[src/rtl/tdt_pkg.sv]
package tdt_pkg;
  localparam int REG_W = 8;
  localparam int TAP_W = 3;

  // control register bit positions (read back by software)
  localparam int CB_FLAG = 7;
  localparam int CB_MASK = 6;
  localparam int CB_SRC_HI = 5;
  localparam int CB_SRC_LO = 4;
  localparam int CB_PRST = 3;

  typedef enum logic [1:0] {
    SRC_TICK  = 2'b00,
    SRC_GATED = 2'b01,
    SRC_OFF   = 2'b10,
    SRC_PIN   = 2'b11
  } tdt_src_e;

  localparam logic [REG_W-1:0] CTRL_RST = 8'h44;
endpackage

[src/rtl/tdt_pin_sync.sv]
module tdt_pin_sync #(
  parameter int STAGES = 2
) (
  input  logic clk,
  input  logic rst_n,
  input  logic pin_async,
  output logic pin_level,
  output logic pin_rise
);
  logic [STAGES-1:0] sync_q, sync_d;
  logic              prev_q, prev_d;

  always_comb begin
    sync_d = {sync_q[STAGES-2:0], pin_async};
    prev_d = sync_q[STAGES-1];
  end

  always_ff @(posedge clk or negedge rst_n) begin
    if (!rst_n) begin
      sync_q <= '0;
      prev_q <= 1'b0;
    end else begin
      sync_q <= sync_d;
      prev_q <= prev_d;
    end
  end

  assign pin_level = sync_q[STAGES-1];
  assign pin_rise  = sync_q[STAGES-1] & ~prev_q;
endmodule

[src/rtl/tdt_src_mux.sv]
module tdt_src_mux
  import tdt_pkg::*;
(
  input  tdt_src_e src_sel,
  input  logic     tick_en,
  input  logic     pin_level,
  input  logic     pin_rise,
  output logic     src_evt
);
  always_comb begin
    unique case (src_sel)
      SRC_TICK:  src_evt = tick_en;
      SRC_GATED: src_evt = tick_en & pin_level;
      SRC_OFF:   src_evt = 1'b0;
      SRC_PIN:   src_evt = pin_rise;
      default:   src_evt = 1'b0;
    endcase
  end
endmodule

[src/rtl/tdt_prescaler.sv]
module tdt_prescaler
  import tdt_pkg::*;
#(
  parameter int PRE_W = 7
) (
  input  logic             clk,
  input  logic             rst_n,
  input  logic             run_en,
  input  logic             src_evt,
  input  logic             clr,
  input  logic [TAP_W-1:0] tap_sel,
  output logic [PRE_W-1:0] pre_cnt,
  output logic             tap_evt
);
  localparam int N_TAPS = 1 << TAP_W;

  logic [PRE_W-1:0]  pre_q, pre_d;
  logic [N_TAPS-1:0] tap_full;

  // tap i is ready when the low i bits are all ones
  genvar gi;
  generate
    for (gi = 0; gi < N_TAPS; gi++) begin : g_tap
      if (gi == 0) begin : g_zero
        assign tap_full[gi] = 1'b1;
      end else if (gi <= PRE_W) begin : g_mid
        assign tap_full[gi] = &pre_q[gi-1:0];
      end else begin : g_top
        assign tap_full[gi] = &pre_q;
      end
    end
  endgenerate

  always_comb begin
    pre_d = pre_q;
    if (clr) pre_d = '0;
    else if (run_en && src_evt) pre_d = pre_q + 1'b1;
  end

  always_ff @(posedge clk or negedge rst_n) begin
    if (!rst_n) pre_q <= '0;
    else        pre_q <= pre_d;
  end

  assign tap_evt = run_en & src_evt & ~clr & tap_full[tap_sel];
  assign pre_cnt = pre_q;
endmodule

[src/rtl/tdt_counter.sv]
module tdt_counter
  import tdt_pkg::*;
(
  input  logic             clk,
  input  logic             rst_n,
  input  logic             dec_en,
  input  logic             load_en,
  input  logic [REG_W-1:0] load_val,
  input  logic             flag_clr,
  output logic [REG_W-1:0] count,
  output logic             flag
);
  logic [REG_W-1:0] cnt_q, cnt_d;
  logic             flag_q, flag_d;

  always_comb begin
    cnt_d  = cnt_q;
    flag_d = flag_q;
    if (flag_clr) flag_d = 1'b0;
    if (load_en) begin
      cnt_d = load_val;
    end else if (dec_en) begin
      cnt_d = cnt_q - 1'b1;
      if (cnt_q == '0) flag_d = 1'b1;
    end
  end

  always_ff @(posedge clk or negedge rst_n) begin
    if (!rst_n) begin
      cnt_q  <= '1;
      flag_q <= 1'b0;
    end else begin
      cnt_q  <= cnt_d;
      flag_q <= flag_d;
    end
  end

  assign count = cnt_q;
  assign flag  = flag_q;
endmodule

[src/rtl/tick_down_timer.sv]
module tick_down_timer
  import tdt_pkg::*;
#(
  parameter int PRE_W       = 7,
  parameter int SYNC_STAGES = 2
) (
  input  logic             clk,
  input  logic             rst_n,
  input  logic             wr_en,
  input  logic             addr,
  input  logic [REG_W-1:0] wdata,
  output logic [REG_W-1:0] rdata,
  input  logic             tick_en,
  input  logic             timer_pin,
  input  logic             halt,
  output logic             irq
);
  logic [1:0] rst_pipe;
  logic       rst_sync_n;

  always_ff @(posedge clk or negedge rst_n) begin
    if (!rst_n) rst_pipe <= 2'b00;
    else        rst_pipe <= {rst_pipe[0], 1'b1};
  end
  assign rst_sync_n = rst_pipe[1];

  logic             data_wr, ctrl_wr;
  logic             mask_q, mask_d;
  tdt_src_e         src_q, src_d;
  logic [TAP_W-1:0] tap_q, tap_d;
  logic             pre_clr, flag_clr;
  logic             pin_level, pin_rise, src_evt, tap_evt;
  logic [PRE_W-1:0] pre_cnt;
  logic [REG_W-1:0] count;
  logic             flag;

  assign data_wr  = wr_en & ~addr;
  assign ctrl_wr  = wr_en & addr;
  assign pre_clr  = ctrl_wr & wdata[CB_PRST];
  assign flag_clr = ctrl_wr & ~wdata[CB_FLAG];

  always_comb begin
    mask_d = mask_q;
    src_d  = src_q;
    tap_d  = tap_q;
    if (ctrl_wr) begin
      mask_d = wdata[CB_MASK];
      src_d  = tdt_src_e'(wdata[CB_SRC_HI:CB_SRC_LO]);
      tap_d  = wdata[TAP_W-1:0];
    end
  end

  always_ff @(posedge clk or negedge rst_sync_n) begin
    if (!rst_sync_n) begin
      mask_q <= CTRL_RST[CB_MASK];
      src_q  <= tdt_src_e'(CTRL_RST[CB_SRC_HI:CB_SRC_LO]);
      tap_q  <= CTRL_RST[TAP_W-1:0];
    end else begin
      mask_q <= mask_d;
      src_q  <= src_d;
      tap_q  <= tap_d;
    end
  end

  tdt_pin_sync #(.STAGES(SYNC_STAGES)) u_sync (
    .clk       (clk),
    .rst_n     (rst_sync_n),
    .pin_async (timer_pin),
    .pin_level (pin_level),
    .pin_rise  (pin_rise)
  );

  tdt_src_mux u_mux (
    .src_sel   (src_q),
    .tick_en   (tick_en),
    .pin_level (pin_level),
    .pin_rise  (pin_rise),
    .src_evt   (src_evt)
  );

  tdt_prescaler #(.PRE_W(PRE_W)) u_pre (
    .clk     (clk),
    .rst_n   (rst_sync_n),
    .run_en  (~halt),
    .src_evt (src_evt),
    .clr     (pre_clr),
    .tap_sel (tap_q),
    .pre_cnt (pre_cnt),
    .tap_evt (tap_evt)
  );

  tdt_counter u_cnt (
    .clk      (clk),
    .rst_n    (rst_sync_n),
    .dec_en   (tap_evt),
    .load_en  (data_wr),
    .load_val (wdata),
    .flag_clr (flag_clr),
    .count    (count),
    .flag     (flag)
  );

  always_comb begin
    if (addr) rdata = {flag, mask_q, src_q, 1'b0, tap_q};
    else      rdata = count;
  end

  assign irq = flag & ~mask_q;
endmodule

[config.mk]
export PLATFORM = sky130hd
export DESIGN_NAME = tick_down_timer
export DESIGN_NICKNAME = d
export VERILOG_FILES = /design/src/rtl/tdt_pkg.sv /design/src/rtl/tdt_pin_sync.sv /design/src/rtl/tdt_src_mux.sv /design/src/rtl/tdt_prescaler.sv /design/src/rtl/tdt_counter.sv /design/src/rtl/tick_down_timer.sv
export SDC_FILE = /design/constraint.sdc
export NUM_CORES = 1
export LEC_CHECK = 0
export BUFFER_PORTS_ARGS = -buffer_cell sky130_fd_sc_hd__buf_4
export CAP_MARGIN = 20
export CORE_MARGIN = 8
export CORE_UTILIZATION = 45
export DETAILED_ROUTE_END_ITERATION = 16
export PLACE_DENSITY = 0.74
export REMOVE_ABC_BUFFERS = 1
export SLEW_MARGIN = 0
export SYNTH_ARGS = -nofsm -noshare
export SYNTH_HDL_FRONTEND = slang
export SYNTH_SLANG_ARGS = --single-unit
[constraint.sdc]
create_clock -name clk -period 1.07 [get_ports clk]
set_clock_uncertainty 0.2 [all_clocks]
set_input_delay 0.1605 -clock clk [delete_from_list [all_inputs] [get_ports clk]]
set_output_delay 0.1605 -clock clk [all_outputs]
set_load 0.02 [all_outputs]
* Word level (Yosys, flattened, before mapping) *
Index checks and enable logic that the tools add are counted.

storage, ports and cells
  register bits = 27
  bits of input ports = 15
  output and inout bits = 9

operators by class
  $add $sub $neg = 2
  order comparisons = 1
  equal/unequal tests = 3
  muxes and demuxes = 12
  bitwise logic cells = 16
  reduce and logical (&&, ||, !) cells = 11

operators with widths
  cell                                                count
  two-way mux 8 bit                                   3
  two-way mux 7 bit                                   2
  bitwise AND 1 bit                                   10
  logical NOT 8 bit                                   1
  subtractor 8 x 1 -> 8 bit, second input constant    1
  adder 7 x 1 -> 7 bit, second input constant         1
  AND reduction 7 bit                                 1
  inverter 1 bit                                      6
  AND reduction 6 bit                                 1
  two-way mux 1 bit                                   5
  AND reduction 5 bit                                 1
  == test 2 bit, second input constant                2
  < comparator 3 x 4 -> 1 bit, second input constant  1
  case mux 1 bit (4 select lines)                     1
  AND reduction 4 bit                                 1
  nonzero test 2 bit                                  2
  binary-select mux 1 bit (select 3 bit)              1
  AND reduction 3 bit                                 1
  == test 2 x 1 -> 1 bit, second input constant       1
  logical NOT 2 bit                                   1
  AND reduction 2 bit                                 1
  logical AND 1 bit                                   1

* Logic depth before layout (Yosys ltp) *
Gate-level depths: netlist of run 1.

  word-level depth = 8
  gate-level depth with buffers = 10
  mapped depth without buffers = 9

* By module *
From an unflattened synthesis of run 1, not the netlist that was laid out.

unflattened totals
  cell total of the unflattened synthesis = 142
  area total of the unflattened synthesis = 1,466.4 um^2

modules (own cells, without submodules)
  module           instances  cells an instance  area each (um^2)  seq. area each (um^2)
  tdt_counter      1          59                 538.0             235.2
  tdt_prescaler    1          45                 417.9             175.2
  tick_down_timer  1          30                 399.1             202.7
  tdt_pin_sync     1          4                  88.8              75.1
  tdt_src_mux      1          4                  22.5              0.0

* Worst setup path after synthesis of run 1 *
No wires, ideal clock.

  path type = reg2reg
  from = register u_pre.pre_q[0] (netlist: u_pre.pre_cnt[0])
  to = register u_cnt.cnt_q[4] (netlist: u_cnt.count[4])
  library setup time = 0.064 ns
  data arrival time = 2.293 ns
  slack = -1.487 ns
  cell stages (with the launch flop) = 11
  clock period less this slack = 2.557 ns
  cells stage by stage = dfrtp_1 -> ha_1 -> nand3_1 -> inv_1 -> ha_1 -> nand3b_1 -> o311a_1 -> or4_1 -> buf_2 -> or4_1 -> nand3_1

between the ends
  cells in the longest elaborated chain, start to end = 5
  elaborated cells on any way between the ends = 10
  those cells by class = 2 x mux; 1 x bitwise; 7 x reduce/logical

ends and longest elaborated chain
  item                                         RTL line             RTL
  from (decl)                                  tdt_prescaler.sv:17  logic [PRE_W-1:0] pre_q, pre_d;
  from (signal assigned)                       tdt_prescaler.sv:42  else pre_q <= pre_d;
  AND reduction 7 bit (tied with other cells)  tdt_prescaler.sv:27  assign tap_full[gi] = &pre_q[gi-1:0];
  binary-select mux 1 bit (select 3 bit) *     tdt_prescaler.sv:45  assign tap_evt = run_en & src_evt & ~clr & tap_full[tap_sel];
  two-way mux 1 bit (not written as such) *    tdt_prescaler.sv:45
  bitwise AND 1 bit *                          tdt_prescaler.sv:45
  nonzero test 2 bit (no line) *               -
  to (signal assigned)                         tdt_counter.sv:33    cnt_q <= cnt_d;
  to (decl)                                    tdt_counter.sv:13    logic [REG_W-1:0] cnt_q, cnt_d;

Every way passes the cells marked *; elsewhere a longest branch is shown, timed or not. The select of a mux whose other input is x is not followed.
A chain may end at the register's enable or synchronous reset.

* Final worst setup path of run 1 *
Same ends and word-level chain as after synthesis.

==> results of run 1 <==
[flip-flops by register name, indices dropped and copies added (netlist names)]
register       cells
u_sync.sync_q      2
u_cnt.count        8
rst_pipe           2
u_cnt.flag         1
tap_q              3
u_pre.pre_cnt      7
u_sync.prev_q      1
mask_q             1
src_q              2
[timing repair]
action | in CTS | in global routing
gates resized for setup | 67 | 21
hold buffers | 11 | 0
setup endpoints to repair | 30 | 30
endpoints found under the hold margin | 19 | 0
setup buffers | 13 | 7
pin swaps | 21 | 10
[final cells by class]
class                   count  area (um2)
flip-flops and latches     27         689
repair buffers             84         768
multi-input cells         103         936
fillers                   173         553
well taps                  44        55.1
inverters                   6        25.0
clock buffers               4        26.3
[path summary, 6_finish.rpt]
path | end | slack [ns] | cells after the start
max | u_cnt.count[4] | -1.55 | 9
min | u_cnt.flag | 0.02 | 1
max reg2reg | u_cnt.count[4] | -1.55 | 9
min reg2reg | u_cnt.flag | 0.02 | 1
max in group asynchronous | rst_pipe[0] | 0.09 | 3
min in group clk | u_pre.pre_cnt[6] | 0.05 | 4
[through the flow]
step	utilization (%)	power, uW	setup TNS [ns]
global placement	62.1	2140	-19.94
CTS	78.5	3040	-21.79
finish	81.9	3230	-23.53
global route	81.9	3370	-25.00
detailed placement	62.1	2180	-21.67
floorplan	-	1720	-16.41
[cells in the final DEF, fill, tap and decap left out, types with 2 or more instances in the layout]
| cell | instances |
|---|---|
| a21boi_0 | 2 |
| a21oi_1 | 3 |
| a21oi_2 | 2 |
| a31oi_1 | 2 |
| buf_4 | 46 |
| buf_6 | 26 |
| clkbuf_4 | 3 |
| dfrtp_1 | 16 |
| dfstp_2 | 10 |
| dlygate4sd3_1 | 11 |
| ha_1 | 2 |
| ha_4 | 3 |
| inv_1 | 3 |
| inv_2 | 2 |
| mux2_4 | 10 |
| nand2_1 | 10 |
| nand2_2 | 2 |
| nand2b_1 | 2 |
| nand3_1 | 4 |
| nand3_2 | 2 |
| nor2_1 | 7 |
| nor4_1 | 2 |
| o21ai_0 | 5 |
| o21ai_2 | 5 |
| o311a_1 | 3 |
| or3_1 | 6 |
| or4_4 | 3 |
| xnor2_1 | 3 |
| xnor2_2 | 2 |
[report_power, final]
| part | leakage, uW | switching (uW) | total (uW) | internal (uW) |
|---|---|---|---|---|
| combinational | 0.000782 | 619 | 1420 | 800 |
| clock | 0.0000150 | 325 | 472 | 147 |
| sequential | 0.000319 | 147 | 1340 | 1200 |
[cell families (layout without fill, tap and decap cells)]
kind of cell	count (synthesis)	after routing	synth area share, %
simple gates	51	51	18.8
compound gates	29	29	12.8
flops	27	27	48.0
mux	12	12	9.34
buf+inv	12	94	3.32
fa+ha+maj	5	5	4.36
xor+xnor	5	5	3.05
other cells	1	1	0.262
[critical path: cells and delay by family, from the launching register on]
kind / cells / cell delay, ns
and+or+nand+nor: 5 / 1.34
DFF: 1 / 0.45
adders and majority gates: 2 / 0.33
AOI/OAI and AO/OA: 1 / 0.16
buffers and inverters: 1 / 0.10
[layer usage]
layer  GRT usage [%]  up-vias  share of wire [%]  wire [um]
li1                -      684                  -          -
met2            31.1       86                 51       2640
met4            8.67        0                3.0        156
met1            21.7      758                 37       1940
met5               0        -                  0          0
met3            3.58       19                8.8        454
==> impl_results.md, run 1 <==
* Hold Vio Cnt, Final at 0
* Initial core utilization at 47.0%
* Number of antenna repair diodes at 0
* Post-DP HPWL at 2650 um
* Highest-delay cell along the critical path: or4_4
* Synth top area share at 29.7%
* Total die area at 5250 um2
* Most frequent cell after synthesis: dfrtp_1
* Unique masters post-synth at 33
* CTS buffer count at 3
* # DRC at 0
* Die X at slightly above 70 um
* Via count of the first global-routing pass at 1562
* Core area at around 3100 um2
* Dpl ws at -1.61 ns
* Cell area after layout at 2500 um2
* Antenna violations before repair at 0
* Failing checks: negative setup slack
* Hold WC Path Type: reg2async
* First-pass GRT wire length at 7500 um
* Post-synth ARST share at 100%
* Fin Hold WS at 0.0210 ns
* Largest net degree at the start of global routing at 26
* CTS tree: built
* Routed wire length at approximately 5200 um
* Syn Area/Cell at between 10 and 15 um2
* CP startpoint kind: flop
* Layout cell share with drive strength beyond 1 at 57.6%
* Post-route minimum period at 2.62 ns
* Unrepaired setup endpoints after global routing: true
* Aggregate global-route resource usage at between 10% and 20%
* CP cell instances: ha_4 > nand3_4 > inv_2 > ha_4 > nand3b_1 > o311a_1 > or4_4 > or4_4 > nand3_2
* Worst r2r src: u_pre.pre_cnt[0]
* Final setup fails at 30
* Residual overflow from global routing at 0
* Clk pin slew, worst setup/hold paths at 0.16 ns
* Post-synthesis sequential area ratio at 48.0%
* Fmax at roughly 380 MHz
* Vias at roughly 1500
* Area Overhead vs Synth at 74.3%
* #FFs+latches synth at 27
* NumNets Final at 245
* Commonest cells post-synth: 17 x dfrtp_1, 12 x nand2_1, 11 x mux2_2, 11 x o21ai_0, 10 x dfstp_2
* Clk root buf: clkbuf_4
* Area post-placement at 1900 um2
* Status: complete, but fails checks
* CP Class: reg2reg
* WL per Instance at 19.3 um
* Layout Cells excl Fill at 268
* Clock buffer depth at 2
* Clock sinks at 27
* Router iterations before antenna repair at 4
* Post-synth EDFFs at 0
* Final period utilization at 245%
* CP max stage delay at ~0.56 ns
* Worst Path Required at 1.17 ns
* Die Height at 72.5 um
* Starting DRT DRC Count at 144
* Gate Count Post-Synth at ~140
* Cell area after synthesis at 1430 um2
* Final setup margin at -1.55 ns
* Leading area contributor after synthesis: dfrtp_1
* FP Rows at 20
* Pleak at 0.00112 uW
* Setup crit end kind: flop
* CP Data Arrival Time at 2.72 ns
* Post-synth top flop: dfrtp_1
* Synth Warn # at 0
* Crit-path max FO at 6
* Max-cap check violation count at 0
* GPL Wtd Cong at 0.848
* VDD IR max at 1.08 mV
* Pwr Density at about 1300 nW/um2
* Vias/cell at 5.77
* Ranking of synthesized cells by area: dfrtp_1 30%, dfstp_2 18%, mux2_2 8.6%, ha_1 4.4%, o21ai_0 3.8%
* Slew Limit Fails at 0
* Latest clock arrival within the worst-skew pair at 0.34 ns
* Port bufs at 23
* Dpl cells at 236
* Crit. Startpoint: u_pre.pre_cnt[0]
* Antenna Nets Post-Route at 0
* CTS H-Tree Depth at 1
* Io pins at 24
Note: power is estimated with default switching activity, not from simulation.
==> run 2: changes to the inputs <==
--- a/config.mk
+++ b/config.mk
@@ -7,10 +7,12 @@
 export LEC_CHECK = 0
 export BUFFER_PORTS_ARGS = -buffer_cell sky130_fd_sc_hd__buf_4
 export CAP_MARGIN = 20
+export CELL_PAD_IN_SITES_DETAIL_PLACEMENT = 0
+export CELL_PAD_IN_SITES_GLOBAL_PLACEMENT = 2
 export CORE_MARGIN = 8
-export CORE_UTILIZATION = 45
+export CORE_UTILIZATION = 31
 export DETAILED_ROUTE_END_ITERATION = 16
-export PLACE_DENSITY = 0.74
+export PLACE_DENSITY = 0.85
 export REMOVE_ABC_BUFFERS = 1
 export SLEW_MARGIN = 0
 export SYNTH_ARGS = -nofsm -noshare
==> constraint.sdc (replaced) <==
create_clock -name clk -period 1.07 [get_ports clk]
set_clock_uncertainty 0.2 [all_clocks]
set_input_delay 0.1605 -clock clk [delete_from_list [all_inputs] [get_ports clk]]
set_output_delay 0.1605 -clock clk [all_outputs]
set_load 0.1 [all_outputs]
==> run 2 against run 1 <==
  * Non-clock buffer count down 1
  * Sequential power about the same
  * Count of clock-buffer cells in the layout stayed put
  * Sequential share of layout area down 0.63 points
  * Clock power rose by 23%
  * Global-route usage shrank 6.1 points
  * Register-to-register slack gained 0.15 ns
  * Sequential cell count is the same
  * Worst hold slack got worse by 0.11 ns
  * The flow finishes with violations (negative hold slack, negative setup slack)
  * Fmax grew 6.1%
  * Combinational power grew 26%
==> impl_results.md, run 2 (synthesis gave the netlist of run 1 again) <==
* Die Height at 84.0 um (+16%)
* Hold Vio Cnt, Final at 4 (+4)
* Seq pwr share at 35.8% (-5.7 points)
* Switching power at 1320 uW (+21%)
* CTS buffer count at 3 (unchanged)
* Layout Cells excl Fill at 275 (+2.6%)
* Final period utilization at 231% (-14 points)
* Clock buffer depth at 2 (unchanged)
* Port bufs at 23 (unchanged)
* Dpl cells at 248 (+5.1%)
* Largest net degree at the start of global routing at 26 (unchanged)
* CTS H-Tree Depth at 1 (unchanged)
* Post-route minimum period at 2.47 ns (-0.151 ns)
* Unrepaired setup endpoints after global routing: true
* Crit path max-delay family: simple AND/OR/NAND/NOR gates
* GPL Wtd Cong at 0.838 (-1.1%)
* Setup crit end kind: flop
* Io pins at 24 (unchanged)
* Vias/cell at 5.07 (-12%)
* Worst Path Buf+Inv at 1 (unchanged)
* CP Class: reg2reg
* Highest-delay cell along the critical path: or4_4
* Switching share of power at 35.7% (+2.0 points)
* Via count of the first global-routing pass at 1459 (-6.6%)
* Comb power frac at 48.5% (+4.6 points)
* Core area at 4410 um2 (+45%)
* Min-delay src: wdata[4]
* Most frequent cells in the layout: 50 x buf_4, 16 x dfrtp_1, 14 x buf_6
* Worst Path Required at 1.07 ns (-0.10 ns)
* Routed wire length at 4300 um (-17%)
* Fin Hold WS at -0.0845 ns (-0.106 ns)
* Crit-path max FO at 5 (-1)
* WL per Instance at 15.6 um (-19%)
* Layout cell share with drive strength beyond 1 at 53.8% (-3.8 points)
* Internal power at 2370 uW (+11%)
* CP max stage delay at 0.54 ns (-0.02 ns)
* Antenna violations before repair at 0 (unchanged)
* Residual overflow from global routing at 0 (unchanged)
* Router iterations before antenna repair at 4 (unchanged)
* Area post-placement at 1940 um2 (+2.1%)
* Cell area after layout at 2560 um2 (+2.4%)
* CTS tree: built
* Clk pin slew, worst setup/hold paths at 0.09 ns (-0.07 ns)
* Largest register FFs at 8 (unchanged)
* Antenna Nets Post-Route at 0 (unchanged)
* Aggregate global-route resource usage at 12.3% (-6.1 points)
* Status: complete, but fails checks
* First-pass GRT wire length at 7180 um (-4.2%)
* Final setup fails at 30 (unchanged)
* Worst r2r src: u_pre.pre_cnt[0]
* Final setup margin at -1.40 ns (+0.151 ns)
* CP startpoint kind: flop
* Pwr Density at 1440 nW/um2 (+11%)
* Most common cell after layout, fill and taps aside: buf_4
* Crit. Startpoint: u_pre.pre_cnt[0]
* CP cell instances: ha_4 > nand3_4 > inv_2 > ha_1 > nand3b_1 > o311a_1 > or4_4 > or3_1 > a31oi_1
* Pleak at 0.00117 uW (+4.6%)
* Initial core utilization at 32.5% (-14 points)
* Setup TNS at -20.81 ns (+2.71 ns)
* Starting DRT DRC Count at 61 (-58%)
* Clock sinks at 27 (unchanged)
* Dpl ws at -1.52 ns (+0.0837 ns)
* Die X at 84.0 um (+16%)
* # DRC at 0 (unchanged)
* Post-DP HPWL at 2900 um (+9.2%)
* Failing checks: negative hold slack, negative setup slack
* Number of antenna repair diodes at 0 (unchanged)
* Hold WC Path Type: in2reg
* Max-cap check violation count at 0 (unchanged)
* Fmax at 405 MHz (+6.1%)
* Slew Limit Fails at 0 (unchanged)
* Latest clock arrival within the worst-skew pair at 0.27 ns (-0.07 ns)
* Clock group share of total power at 15.7% (+1.1 points)
* NumNets Final at 244 (-0.41%)
* Vias at 1395 (-9.8%)
* VDD IR max at 0.847 mV (-22%)
* Clk root buf: clkbuf_8
* CP Data Arrival Time at 2.47 ns (-0.25 ns)
* FP Rows at 24 (+20%)
* Area Overhead vs Synth at 78.4%
* Total die area at 7060 um2 (+34%)
-- run 2: metal layers --
layer | global-route usage [%] | up-vias | wire length (um)
li1 | - | 683 | -
met1 | 14.5 | 683 | 1920
met2 | 21.8 | 25 | 2180
met3 | 3.13 | 4 | 161
met4 | 2.20 | 0 | 37
met5 | 0 | - | 0
-- run 2: final timing paths --
kind	end	slack, ns	depth (start not counted)
max	u_cnt.count[5]	-1.40	9
min	u_cnt.count[4]	-0.08	3
max reg2reg	u_cnt.count[5]	-1.40	9
min reg2reg	u_pre.pre_cnt[3]	0.01	1
max in group asynchronous	rst_pipe[0]	0.04	3
min in group asynchronous	u_pre.pre_cnt[3]	0.01	1
-- run 2: stage by stage --
stage,util [%],total power (uW)
6_report,58.0,3690
5_1_grt,58.0,3870
4_1_cts,56.0,3560
3_5_place_dp,43.9,2510
2_1_floorplan,-,2000
3_3_place_gp,43.9,2470
-- run 2: layout make-up --
| class | instances | area (um2) |
|---|---|---|
| clock buffers | 4 | 45.0 |
| fillers | 342 | 1860 |
| inverters | 6 | 25.0 |
| multi-input cells | 103 | 903 |
| flip-flops and latches | 27 | 689 |
| well taps | 52 | 65.1 |
| repair buffers | 83 | 831 |
-- run 2: power groups by stage --
stage / Sequential [uW] / Clock [uW] / Combinational, uW
final: 1320 / 580 / 1790
after global routing: 1340 / 642 / 1890
after CTS: 1300 / 600 / 1660
after detailed placement: 1300 / 0 / 1210
after global placement: 1290 / 0 / 1180
after floorplan: 1320 / 0 / 688
-- run 2: repair_timing --
action,in CTS,in global routing
hold buffers,10,1
pin swaps,15,8
setup endpoints to repair,31,31
cloned,0,0
endpoints found under the hold margin,17,6
buffers inserted,8,9
gates resized for setup,82,13
-- run 2: tightest hold or removal path, cell delays in order --
cell and delay (ns):
buf_4 0.09, a21oi_1 0.07, nand3_2 0.05
==> run 3: changes to the inputs <==
--- a/config.mk
+++ b/config.mk
@@ -12,9 +12,11 @@
 export CORE_MARGIN = 8
 export CORE_UTILIZATION = 31
 export DETAILED_ROUTE_END_ITERATION = 16
-export PLACE_DENSITY = 0.85
+export PLACE_DENSITY_LB_ADDON = 0.05
 export REMOVE_ABC_BUFFERS = 1
+export SKIP_CTS_REPAIR_TIMING = 1
 export SLEW_MARGIN = 0
 export SYNTH_ARGS = -nofsm -noshare
 export SYNTH_HDL_FRONTEND = slang
 export SYNTH_SLANG_ARGS = --single-unit
+export TNS_END_PERCENT = 50
==> run 3 against run 2 <==
  * The flow still finishes with violations (negative hold slack, negative setup slack)
  * Via count is 1.4% lower
  * Combinational power is 8% lower
  * Register-to-register slack worse by 0.05 ns
  * Cell area is 3.4% lower
  * Sequential power hardly changed
  * Clock power is 5.7% higher
  * Setup slack worse by 0.051 ns
  * Global-route usage is 1.4 points lower
  * Critical path type unchanged
==> impl_results.md, run 3 (synthesis gave the netlist of run 1 again) <==
* Gr busiest metal: met2
* Hold endpoint: u_cnt.count[6]
* Crit path max-delay family: simple AND/OR/NAND/NOR gates
* Worst Path Buf+Inv at 1 (unchanged)
* Largest register FFs at 8 (unchanged)
* # DRC at 0 (unchanged)
* Fin Hold WS at -0.0858 ns (-0.00135 ns)
* Worst r2r src: u_pre.pre_cnt[1]
* Most common cell after layout, fill and taps aside: buf_4
* Hold Crit Depth at 3 (unchanged)
* Hold Vio Cnt, Final at 4 (unchanged)
* Hold WC Path Type: in2reg
* Antenna Nets Post-Route at 0 (unchanged)
* Starting DRT DRC Count at 49 (-20%)
* Die Height at 84.0 um (unchanged)
* Vias/cell at 5.11 (+0.76%)
* Aggregate global-route resource usage at 10.9% (-1.4 points)
* Top cell by count, worst path: ha_4
* Area Overhead vs Synth at 72.3%
* CP cell instances: ha_4 > nand3_4 > inv_2 > ha_4 > nand3b_1 > o311a_1 > or4_4 > or4_1 > nand3_1
* Final setup fails at 30 (unchanged)
* Fmax at 396 MHz (-2.0%)
* Met3 Use GR at 3.03% (-0.098 points)
* Via count of the first global-routing pass at 1349 (-7.5%)
* CTS buffer count at 3 (unchanged)
* Initial core utilization at 32.5% (unchanged)
* Antenna violations before repair at 0 (unchanged)
* Dpl ws at -1.54 ns (-0.0226 ns)
* Vias at 1375 (-1.4%)
* Reg2Reg Setup Slack at -1.45 ns (-0.05 ns)
* Pleak at 0.00108 uW (-7.1%)
* Status: complete, but fails checks
* NumNets Final at 238 (-2.5%)
* Port bufs at 23 (unchanged)
* Pwr Density at 1440 nW/um2 (about the same)
* Latest clock arrival within the worst-skew pair at 0.28 ns (about the same)
* Power, Total at 3560 uW (-3.4%)
* Final period utilization at 236% (+4.8 points)
* Slew Limit Fails at 0 (unchanged)
* Area post-placement at 1970 um2 (+1.9%)
* Setup crit end kind: flop
* Layout Cells excl Fill at 269 (-2.2%)
* Post-DP HPWL at 3060 um (+5.6%)
* CP Data Arrival Time at 2.54 ns (+0.07 ns)
* GRT met2 Usage at 16.3% (-5.5 points)
* Total die area at 7060 um2 (unchanged)
* VDD IR max at 0.887 mV (+4.7%)
* Cell area after layout at 2470 um2 (-3.4%)
* Io pins at 24 (unchanged)
* Number of antenna repair diodes at 0 (unchanged)
* CP Class: reg2reg
* Layout cell share with drive strength beyond 1 at 53.0% (-0.82 points)
* Unrepaired setup endpoints after global routing: true
* Reg2reg end: u_cnt.count[4]
* Clk root buf: clkbuf_8
* Clock buffer depth at 2 (unchanged)
* Post-route minimum period at 2.52 ns (+0.0514 ns)
* Core area at 4410 um2 (unchanged)
* Failing checks: negative hold slack, negative setup slack
* Die X at 84.0 um (unchanged)
* Dpl cells at 253 (+2.0%)
* FP Rows at 24 (unchanged)
* First-pass GRT wire length at 6360 um (-11%)
* Routed wire length at 4210 um (-2.1%)
* Max-cap check violation count at 0 (unchanged)
* CTS tree: built
* Met1 Use GR at 15.2% (+0.70 points)
* Worst Path Required at 1.09 ns (+0.02 ns)
* Clk pin slew, worst setup/hold paths at 0.10 ns (about the same)
* Router iterations before antenna repair at 4 (unchanged)
* CTS H-Tree Depth at 1 (unchanged)
* Most frequent cells in the layout: 48 x buf_4, 17 x dfrtp_1, 12 x nand2_1
* CP startpoint kind: flop
* Highest-delay cell along the critical path: or4_4
* CP max stage delay at 0.59 ns (+0.05 ns)
* R2R cell count at 9 (unchanged)
* Crit-path max FO at 6 (+1)
* Final setup margin at -1.45 ns (-0.0514 ns)
* Largest net degree at the start of global routing at 26 (unchanged)
* WL per Instance at 15.6 um (about the same)
* Clock sinks at 27 (unchanged)
* GPL Wtd Cong at 0.767 (-8.5%)
* Residual overflow from global routing at 0 (unchanged)
* Min-delay src: wdata[6]
run 3: worst reg2reg max path, delay by kind of cell, from the launching register on:
kind / cells / cell delay [ns]
compound gates: 1 / 0.17
fa+ha+maj: 2 / 0.28
simple gates: 5 / 1.32
buf+inv: 1 / 0.08
flops: 1 / 0.42
run 3: area by class of cell:
| type | instances | area, um2 |
|---|---|---|
| multi-input cells | 103 | 885 |
| inverters | 6 | 25.0 |
| well taps | 52 | 65.1 |
| clock inverters | 1 | 7.51 |
| fillers | 398 | 1940 |
| repair buffers | 77 | 759 |
| clock buffers | 3 | 41.3 |
| flip-flops and latches | 27 | 688 |
run 3: routing by layer:
layer	part of all wire, %	wire length [um]	up-vias
li1	-	-	665
met3	5.0	209	2
met2	47	1990	32
met5	0	0	-
met1	47	1990	676
met4	0.36	15	0
run 3: per-stage QoR:
step                util [%]  TNS (ns)
finish                  56.0    -21.48
global route            56.0    -23.21
CTS                     45.8    -23.69
detailed placement      44.7    -22.13
global placement        44.7    -21.41
floorplan                  -    -23.08
run 3: how the worst max path moves through the flow:
stage / cells after the start / slack [ns] / endpoint / start
5_1_grt: 9 / -1.52 / u_cnt.count[4] / u_pre.pre_cnt[1]
3_3_place_gp: 9 / -1.48 / u_cnt.count[6] / u_pre.pre_cnt[0]
3_5_place_dp: 9 / -1.54 / u_cnt.count[6] / u_pre.pre_cnt[1]
4_1_cts: 9 / -1.58 / u_cnt.count[4] / u_pre.pre_cnt[1]
6_report: 9 / -1.45 / u_cnt.count[4] / u_pre.pre_cnt[1]
2_1_floorplan: 2 / -1.98 / rdata[0] / u_cnt.count[0]
run 3: where the power goes:
group          switching, uW  total, uW  internal (uW)
logic                    845       1640            790
registers                120       1310           1190
clock network            348        613            265
total                   1310       3560           2250
